--- src/rtl/acc_alu_pkg.sv ---
package acc_alu_pkg;
  typedef enum logic [1:0] {
    OP_CPL = 2'b00,
    OP_DAA = 2'b01,
    OP_DEC = 2'b10,
    OP_NOP = 2'b11
  } op_e;

  typedef struct packed {
    logic z;
    logic ac;
    logic c;
  } flags_t;
endpackage

--- src/rtl/acc_alu_cpl.sv ---
module acc_alu_cpl #(
  parameter int unsigned DW = 8
) (
  input  logic [DW-1:0] mem_i,
  output logic [DW-1:0] res_o,
  output logic          z_o
);
  assign res_o = ~mem_i;
  assign z_o   = ~|res_o;
endmodule

--- src/rtl/acc_alu_dec.sv ---
module acc_alu_dec #(
  parameter int unsigned DW = 8
) (
  input  logic [DW-1:0] mem_i,
  output logic [DW-1:0] res_o,
  output logic          z_o
);
  assign res_o = mem_i - DW'(1);
  assign z_o   = ~|res_o;
endmodule

--- src/rtl/acc_alu_daa.sv ---
module acc_alu_daa #(
  parameter int unsigned DW = 8
) (
  input  logic [DW-1:0] acc_i,
  input  logic          ac_i,
  input  logic          c_i,
  output logic [DW-1:0] res_o,
  output logic          c_o
);
  localparam int unsigned NIB = DW / 4;

  logic [NIB-1:0] adj;

  for (genvar g = 0; g < NIB; g++) begin : g_nib
    logic [3:0] n;
    logic       force_adj;
    assign n = acc_i[4*g +: 4];
    if (g == 0) begin : g_lo
      assign force_adj = ac_i;
    end else if (g == NIB - 1) begin : g_hi
      assign force_adj = c_i;
    end else begin : g_mid
      assign force_adj = 1'b0;
    end
    assign adj[g] = (n > 4'd9) | force_adj;
    // nibble sum wraps; no carry into the next nibble
    assign res_o[4*g +: 4] = adj[g] ? n + 4'd6 : n;
  end

  assign c_o = adj[NIB-1] | c_i;
endmodule

--- src/rtl/acc_alu.sv ---
module acc_alu
  import acc_alu_pkg::*;
#(
  parameter int unsigned DW = 8
) (
  input  logic          clk_i,
  input  logic          rst_ni,
  input  logic          start_i,
  input  logic [1:0]    op_i,
  input  logic [DW-1:0] acc_i,
  input  logic [DW-1:0] mem_i,
  input  logic          flag_z_i,
  input  logic          flag_ac_i,
  input  logic          flag_c_i,
  output logic          acc_we_o,
  output logic [DW-1:0] acc_o,
  output logic          mem_we_o,
  output logic [DW-1:0] mem_o,
  output logic          flag_z_o,
  output logic          flag_ac_o,
  output logic          flag_c_o
);
  logic [DW-1:0] cpl_res, daa_res, dec_res;
  logic          cpl_z, dec_z, daa_c;

  acc_alu_cpl #(.DW(DW)) i_cpl (.mem_i(mem_i), .res_o(cpl_res), .z_o(cpl_z));
  acc_alu_dec #(.DW(DW)) i_dec (.mem_i(mem_i), .res_o(dec_res), .z_o(dec_z));
  acc_alu_daa #(.DW(DW)) i_daa (
    .acc_i(acc_i), .ac_i(flag_ac_i), .c_i(flag_c_i), .res_o(daa_res), .c_o(daa_c)
  );

  flags_t        flg_in, flg_nxt, flg_q;
  logic          acc_we_nxt, mem_we_nxt;
  logic [DW-1:0] acc_nxt, mem_nxt;
  logic [DW-1:0] acc_q, mem_q;
  logic          acc_we_q, mem_we_q;

  assign flg_in = '{z: flag_z_i, ac: flag_ac_i, c: flag_c_i};

  always_comb begin
    flg_nxt    = flg_q;
    acc_nxt    = acc_q;
    mem_nxt    = mem_q;
    acc_we_nxt = 1'b0;
    mem_we_nxt = 1'b0;
    if (start_i) begin
      flg_nxt = flg_in;
      unique case (op_e'(op_i))
        OP_CPL: begin
          acc_nxt    = cpl_res;
          acc_we_nxt = 1'b1;
          flg_nxt.z  = cpl_z;
        end
        OP_DAA: begin
          mem_nxt    = daa_res;
          mem_we_nxt = 1'b1;
          flg_nxt.c  = daa_c;
        end
        OP_DEC: begin
          mem_nxt    = dec_res;
          mem_we_nxt = 1'b1;
          flg_nxt.z  = dec_z;
        end
        default: ;
      endcase
    end
  end

  always_ff @(posedge clk_i or negedge rst_ni) begin
    if (!rst_ni) begin
      flg_q    <= '0;
      acc_q    <= '0;
      mem_q    <= '0;
      acc_we_q <= 1'b0;
      mem_we_q <= 1'b0;
    end else begin
      flg_q    <= flg_nxt;
      acc_q    <= acc_nxt;
      mem_q    <= mem_nxt;
      acc_we_q <= acc_we_nxt;
      mem_we_q <= mem_we_nxt;
    end
  end

  assign acc_we_o  = acc_we_q;
  assign mem_we_o  = mem_we_q;
  assign acc_o     = acc_q;
  assign mem_o     = mem_q;
  assign flag_z_o  = flg_q.z;
  assign flag_ac_o = flg_q.ac;
  assign flag_c_o  = flg_q.c;

  assert_one_we_R7: assert property (@(posedge clk_i) disable iff (!rst_ni)
    start_i && op_i != OP_NOP |=> $countones({acc_we_o, mem_we_o}) == 1);
  assert_idle_R7: assert property (@(posedge clk_i) disable iff (!rst_ni)
    !start_i |=> !acc_we_o && !mem_we_o && $stable({flag_z_o, flag_ac_o, flag_c_o}));
  assert_cpl_keep_R2: assert property (@(posedge clk_i) disable iff (!rst_ni)
    start_i && op_i == OP_CPL |=> flag_ac_o == $past(flag_ac_i) && flag_c_o == $past(flag_c_i));
  assert_daa_c_R5: assert property (@(posedge clk_i) disable iff (!rst_ni)
    start_i && op_i == OP_DAA && flag_c_i |=> flag_c_o && mem_we_o);
  assert_dec_R6: assert property (@(posedge clk_i) disable iff (!rst_ni)
    start_i && op_i == OP_DEC |=> mem_o == $past(mem_i) - DW'(1));
  assert_nop_R8: assert property (@(posedge clk_i) disable iff (!rst_ni)
    start_i && op_i == OP_NOP |=> !acc_we_o && !mem_we_o);
endmodule

--- config.mk ---
export PLATFORM = sky130hd
export DESIGN_NAME = acc_alu
export DESIGN_NICKNAME = d
export VERILOG_FILES = /design/src/rtl/acc_alu_pkg.sv /design/src/rtl/acc_alu_cpl.sv /design/src/rtl/acc_alu_dec.sv /design/src/rtl/acc_alu_daa.sv /design/src/rtl/acc_alu.sv
export SDC_FILE = /design/constraint.sdc
export NUM_CORES = 1
export LEC_CHECK = 0
export ABC_AREA = 1
export BUFFER_PORTS_ARGS = -buffer_cell sky130_fd_sc_hd__buf_2
export CORE_MARGIN = 2
export CORE_UTILIZATION = 53
export DETAILED_ROUTE_END_ITERATION = 6
export HOLD_SLACK_MARGIN = 0.05
export PLACE_DENSITY = 0.82
export SLEW_MARGIN = 20
export SYNTH_ARGS = -nofsm -noshare
export SYNTH_HDL_FRONTEND = slang
export SYNTH_SLANG_ARGS = --single-unit
--- constraint.sdc ---
create_clock -name clk_i -period 2 [get_ports clk_i]
set_clock_uncertainty 0.15 [all_clocks]
set_input_delay 0.2 -clock clk_i [delete_from_list [all_inputs] [get_ports clk_i]]
set_output_delay 0.2 -clock clk_i [all_outputs]
set_load 0.1 [all_outputs]
==> run_results.csv, run 1 <==
group,metric,value,unit
global_routing,grt.total_usage,23.43,%
global_routing,overflow,0,
worst_setup_path,path_cells,"dlygate4sd3_1 > buf_2 > inv_1 > ha_1 > nand2_1 > nand2_1 > nor2_1 > nand2_1 > nor2_1 > nand3_1 > a21oi_1",
logic_synthesis,netlist_area,1269,sq um
flow_run,drv_cap,0,
detailed_routing,drc,0,
logic_synthesis,syn_avg_cell_area,7.643,sq um
global_routing,gr-usage-met1,28.36,%
final_layout,area_growth,29.59,%
detailed_routing,antenna_left,0,
placed_design,place.gp.congestion,0.8594,
final_layout,drive_gt1_share,23.32,%
min_path,hold_depth,4,
cts,cts_resized,0,
global_routing,grt_use_met3,3.390,%
logic_synthesis,synthMuxAreaShare,0,%
die,die_y,52.93,microns
worst_setup_path,crit_top_cell,"nand2_1",
final_layout,n_antenna_cell,0,
sta,hold_violations,0,
sta,min_period,1664,ps
die,core,2233,sq um
worst_setup_path,cp_max_fo,4,
cts,cts_buffers,3,
sta,drv_slew,0,
detailed_routing,viasPerCell,5.000,
detailed_routing,wl_per_cell,11.92,microns
outcome,status,"finished clean",
die,initial_core_util,56.81,%
placed_design,placed_cells,235,
die,rows,17,
worst_setup_path,setup.worst_path.start_class,"input pin",
placed_design,hpwl,2267,microns
cts,cts-root-buf,"clkbuf_4",
logic_synthesis,synthXorXnorAreaFrac,2.761,%
die,die_w,52.93,microns
detailed_routing,drt_first_pass_iters,4,
global_routing,antenna_found_initial,0,
cts,cts_setup_buffers,0,
detailed_routing,drt_iter0_drc,23,
logic_synthesis,synth_cells,166,
global_routing,grt_max_degree,22,
global_routing,grt_first_pass_wirelength,4802,microns
logic_synthesis,synth_compound_area_share,14.30,%
sta,rsz0062_at_grt,"false",
sta,setup_viol,0,
cts,clk_latency,300,ps
placed_design,port-buffer-count,44,
sta,worst_slew_pin_slew,492.7,ps
final_layout,final_util,73.61,%
cts,clockBufferDepth,2,
logic_synthesis,ys_ff_latch,21,
worst_setup_path,crit_required,2080,ps
die,die_area,2801,sq um
worst_setup_path,crit_type,"in2reg",
logic_synthesis,synthSimpleGateAreaFrac,23.57,%
cts,htree_levels,1,
final_layout,num-nets-final,256,
logic_synthesis,synth_top_family_by_area,"simple AND/OR/NAND/NOR gates",
logic_synthesis,seq_area_frac_synth,41.42,%
worst_setup_path,worstSetupEndpointType,"flip-flop",
sta,whs,51.57,ps
sta,fmax,0.6009,GHz
worst_setup_path,crit_slowest_cell,"dlygate4sd3_1",
sta,finalCritPeriodShare,83.21,%
power_and_ir_drop,power_leakage,0.0009151,uW
logic_synthesis,synth-warning-count,0,
detailed_routing,routed_wl,2992,microns
power_and_ir_drop,p_total,1535,uW
final_layout,fillers,201,
worst_setup_path,r2r_cells,3,
logic_synthesis,yosys.area_share.adder,7.890,%
power_and_ir_drop,p_per_area,933.9,nW/um^2
sta,setup-tns-final,0,ps
cts,clock_sinks,21,
min_path,hold_class,"in2reg",
global_routing,grt_pass1_vias,1172,
cts,cts_tree,"built",
cts,cts.clk_slew.worst_paths,120,ps
die,ios,45,
sta,slew_headroom,67.38,%
worst_setup_path,slowest_delay,530,ps
power_and_ir_drop,vdd_drop_max,0.6116,mV
logic_synthesis,syn_nets,198,
final_layout,final_cells,251,
worst_setup_path,cp.arrival,1750,ps
logic_synthesis,synth_cell_types,22,
detailed_routing,num_vias,1255,
global_routing,grt-busiest-layer,"met2",
global_routing,grt_use_met2,42.92,%
[path summary, 6_finish.rpt]
path / startpoint / endpoint / slack, ps
worst max-delay path: mem_i[0] / flag_z_o$_DFFE_PN0P_ / 340
worst min register to register: mem_o[3]$_DFFE_PN0P_ / mem_o[3]$_DFFE_PN0P_ / 350
max in group asynchronous: rst_ni / mem_o[7]$_DFFE_PN0P_ / 1160
min in group asynchronous: rst_ni / acc_o[5]$_DFFE_PN0P_ / 230
worst min-delay path: acc_i[1] / mem_o[1]$_DFFE_PN0P_ / 50
worst max register to register: flag_ac_o$_DFFE_PN0P_ / flag_ac_o$_DFFE_PN0P_ / 670
[layout by cell type (no fill, tap or decap)]
cell,count
buf_2,44
clkbuf_1,1
o21ai_1,1
nor2_2,2
xnor2_1,1
dfrtp_1,21
clkbuf_4,3
o21bai_4,1
o21ai_0,13
a21oi_1,11
ha_1,8
inv_2,1
nor2_1,17
nand2_1,37
inv_1,26
nand3_1,13
a21boi_0,1
xor2_1,3
dlygate4sd3_1,12
nand4_1,2
a21o_1,1
o211ai_1,3
nand2_2,1
[Yosys cell counts]
| cell | instances | area share [%] |
|---|---|---|
| buf_4 | 1 | 0.59 |
| ha_1 | 8 | 7.9 |
| o21ai_1 | 1 | 0.39 |
| o21ai_0 | 13 | 5.1 |
| a21o_1 | 1 | 0.59 |
| xnor2_1 | 1 | 0.69 |
| nand3_1 | 13 | 5.1 |
| dfrtp_1 | 21 | 41 |
| buf_2 | 1 | 0.39 |
| nand2_2 | 1 | 0.49 |
| inv_2 | 1 | 0.30 |
| o211ai_1 | 3 | 1.8 |
| a21oi_1 | 11 | 4.3 |
| nand4_1 | 2 | 0.99 |
| nor2_2 | 2 | 0.99 |
| xor2_1 | 3 | 2.1 |
| nand2_1 | 37 | 11 |
| nor2_1 | 17 | 5.0 |
| a21boi_0 | 1 | 0.59 |
| o21bai_4 | 1 | 1.5 |
| inv_1 | 26 | 7.7 |
| clkbuf_8 | 1 | 1.1 |
[repair_timing]
action / in CTS / in global routing
setup endpoints to repair: 0 / 0
hold buffers: 12 / 0
hold endpoints to repair: 31 / 0
[cell type report]
cell class / instances / area (sq um) / share of cell area, %
Clock buffer: 4 / 26.28 / 1.598
Inverter: 27 / 101.3 / 6.164
Timing Repair Buffer: 56 / 340.3 / 20.70
Tap cell: 28 / 35.03 / 2.131
Sequential cell: 21 / 525.5 / 31.96
Multi-Input combinational cell: 115 / 615.6 / 37.44
[power by group]
part           total (uW)  internal [uW]  leakage [uW]  switching, uW
combinational         807            140      0.000645            666
clock                 203           77.6     0.0000150            126
sequential            526            492      0.000255           33.9
total                1540            710      0.000915            826
[state kept, by name, summed over array words and instances (netlist names)]
register,cells
acc_o,8
acc_we_o,1
flag_ac_o,1
flag_c_o,1
flag_z_o,1
mem_o,8
mem_we_o,1
[metal layers]
layer  vias to the layer above  routed length [microns]  part of all wire [%]
met2                        37                     1524                    51
met4                         0                       21                  0.70
met1                       575                     1298                    43
li1                        641                        -                     -
met3                         2                      148                   4.9
met5                         -                        0                     0
[per-stage QoR]
step	worst slack, ps	instance area (sq um)
after floorplan	644.7	1269
after global placement	506.5	1498
after detailed placement	441.3	1498
after CTS	339.1	1644
after global routing	180.9	1644
final	335.7	1644
[cell families (layout without fill, tap and decap cells)]
| kind of cell | Yosys count | after routing |
|---|---|---|
| compound gates | 31 | 31 |
| buf+inv | 30 | 87 |
| simple gates | 72 | 72 |
| fa+ha+maj | 8 | 8 |
| xor+xnor | 4 | 4 |
| flops | 21 | 21 |
[critical path, delay by kind of cell]
family                     cells  cell delay, ps
buffers and inverters          3             740
and+or+nand+nor                6             450
adders and majority gates      1             230
AOI/OAI and AO/OA              1             120
Note: power is estimated with default switching activity, not from simulation.
==> run 2: changes to the inputs <==
- CORE_ASPECT_RATIO: default -> 0.5
- CORE_UTILIZATION: 53 -> 44
- PLACE_DENSITY: 0.82 -> 0.73
- clock period: 2 -> 1.46 ns (I/O delays scaled with it)
==> run_results.csv, run 2 (same netlist as run 1, synthesis figures left out) <==
group,metric,value,unit
detailed_routing,routed_wl,2960,microns
sta,finalCritPeriodShare,92.98,%
outcome,status,"finished clean",
placed_design,hpwl,2180,microns
global_routing,grt_max_degree,22,
cts,cts_setup_buffers,0,
die,initial_core_util,47.56,%
global_routing,antenna_found_initial,0,
die,die_y,41.97,microns
final_layout,layout_commonest_cell,"buf_2",
die,die_area,3355,sq um
worst_setup_path,path_cells,"dlygate4sd3_1 > clkbuf_4 > nand2_2 > inv_2 > o21ai_0 > o21ai_0",
cts,clk_latency,260,ps
placed_design,placed_area,1531,sq um
worst_setup_path,path_buf_inv,3,
cts,cts.clk_slew.worst_paths,80,ps
worst_setup_path,cp-startpoint,"start_i",
cts,clock_sinks,21,
power_and_ir_drop,p_total,2223,uW
detailed_routing,drt_iter0_drc,63,
flow_run,drv_cap,0,
final_layout,fillers,253,
sta,drv_slew,0,
worst_setup_path,setup.worst_path.start_class,"input pin",
final_layout,num-nets-final,258,
final_layout,n_antenna_cell,0,
min_path,hold_class,"in2reg",
worst_setup_path,slowest_delay,530,ps
cts,cts_tree,"built",
cts,clockBufferDepth,2,
sta,hold_violations,0,
detailed_routing,wl_met1,1486,microns
cts,cts_buffers,3,
detailed_routing,drt_first_pass_iters,4,
global_routing,overflow,0,
power_and_ir_drop,power_leakage,0.0009623,uW
final_layout,drive_gt1_share,25.33,%
global_routing,grt.total_usage,19.03,%
die,core,2668,sq um
sta,setup-tns-final,0,ps
worst_setup_path,crit_required,1500,ps
final_layout,layout_common_cells,"40 x buf_2, 35 x nand2_1, 26 x inv_1, 21 x dfrtp_1, 15 x nor2_1",
worst_setup_path,crit_top_cell,"o21ai_0",
detailed_routing,routed.top_layer,"met4",
die,rows,13,
cts,htree_levels,1,
min_path,hp-start,"acc_i[1]",
worst_setup_path,r2r_start,"acc_o[4]$_DFFE_PN0P_",
worst_setup_path,worstSetupEndpointType,"flip-flop",
worst_setup_path,crit_type,"in2reg",
detailed_routing,antenna_left,0,
power_and_ir_drop,p_per_area,1288,nW/um^2
detailed_routing,viasPerCell,4.729,
worst_setup_path,cp.arrival,1400,ps
final_layout,final_area,1727,sq um
final_layout,area_growth,36.09,%
sta,fmax,0.7366,GHz
placed_design,port-buffer-count,44,
worst_setup_path,cp_top_family,"buffers and inverters",
detailed_routing,wl_per_cell,11.30,microns
sta,setup_viol,0,
detailed_routing,num_vias,1239,
detailed_routing,dr_wl_met2,1338,microns
sta,slew_headroom,67.79,%
global_routing,grt_pass1_vias,1097,
placed_design,place.gp.congestion,0.8131,
worst_setup_path,crit_slowest_cell,"dlygate4sd3_1",
detailed_routing,wl_met3,116,microns
die,ios,45,
die,die_w,79.94,microns
sta,whs,53.31,ps
sta,worst_slew_pin_slew,486.4,ps
global_routing,grt_first_pass_wirelength,4871,microns
sta,min_period,1358,ps
cts,cts-root-buf,"clkbuf_8",
power_and_ir_drop,vdd_drop_max,0.5784,mV
sta,rsz0062_at_grt,"false",
worst_setup_path,cp_max_fo,9,
detailed_routing,drc,0,
-- run 2: changes by cell type in the layout (fill, tap and decap cells not counted), moves of 2 or more --
| cell | delta |
|---|---|
| nand2_1 | -2 |
| clkbuf_4 | -2 |
| buf_4 | +3 |
| buf_2 | -4 |
| nand2_2 | +2 |
| nor2_1 | -2 |
| nor2_2 | +2 |
| clkbuf_8 | +3 |
| dlymetal6s4s_1 | +3 |
-- run 2: worst min-delay path, cell delays in order --
cell and delay (ps):
buf_2 110, xor2_1 70, nand2_1 50, a21oi_1 60
-- run 2: routing by layer --
metal / track usage, % / up-vias
li1: - / 647
met1: 26.12 / 563
met2: 29.83 / 27
met3: 5.172 / 2
met4: 5.085 / 0
met5: 0 / -
-- run 2: what timing repair did --
| item | CTS | global route |
|---|---|---|
| resized for setup | 0 | 9 |
| endpoints found under the setup margin | 0 | 14 |
| hold buffers | 14 | 0 |
| endpoints found under the hold margin | 33 | 0 |
-- run 2: path summary, 6_finish.rpt --
check	slack (ps)	end	cells past startpoint
max	100	mem_o[2]$_DFFE_PN0P_	6
min	50	mem_o[1]$_DFFE_PN0P_	4
max reg2reg	670	acc_o[4]$_DFFE_PN0P_	2
min reg2reg	330	acc_o[6]$_DFFE_PN0P_	2
max in group asynchronous	620	acc_we_o$_DFF_PN0_	2
min in group asynchronous	210	flag_c_o$_DFFE_PN0P_	2
-- run 2: report_power, final --
group	leakage, uW	internal (uW)	switching (uW)
clock	0.0000228	195	200
sequential	0.000255	674	43.9
combinational	0.000684	201	910
-- run 2: per-stage QoR --
| step | worst slack (ps) | utilization [%] | cells |
|---|---|---|---|
| global route | 2.140 | 64.73 | 262 |
| global placement | 132.2 | 57.41 | 247 |
| CTS | 20.66 | 64.35 | 265 |
| floorplan | 104.7 | - | 166 |
| detailed placement | 119.3 | 57.41 | 247 |
| finish | 102.5 | 64.73 | 262 |
-- run 2: area by class of cell --
class                           instances  area (sq um)  area share, %
Inverter                               27         101.3          5.870
Clock buffer                            4         45.04          2.609
Tap cell                               37         46.29          2.681
Timing Repair Buffer                   58         377.9          21.88
Sequential cell                        21         525.5          30.43
Multi-Input combinational cell        115         630.6          36.52
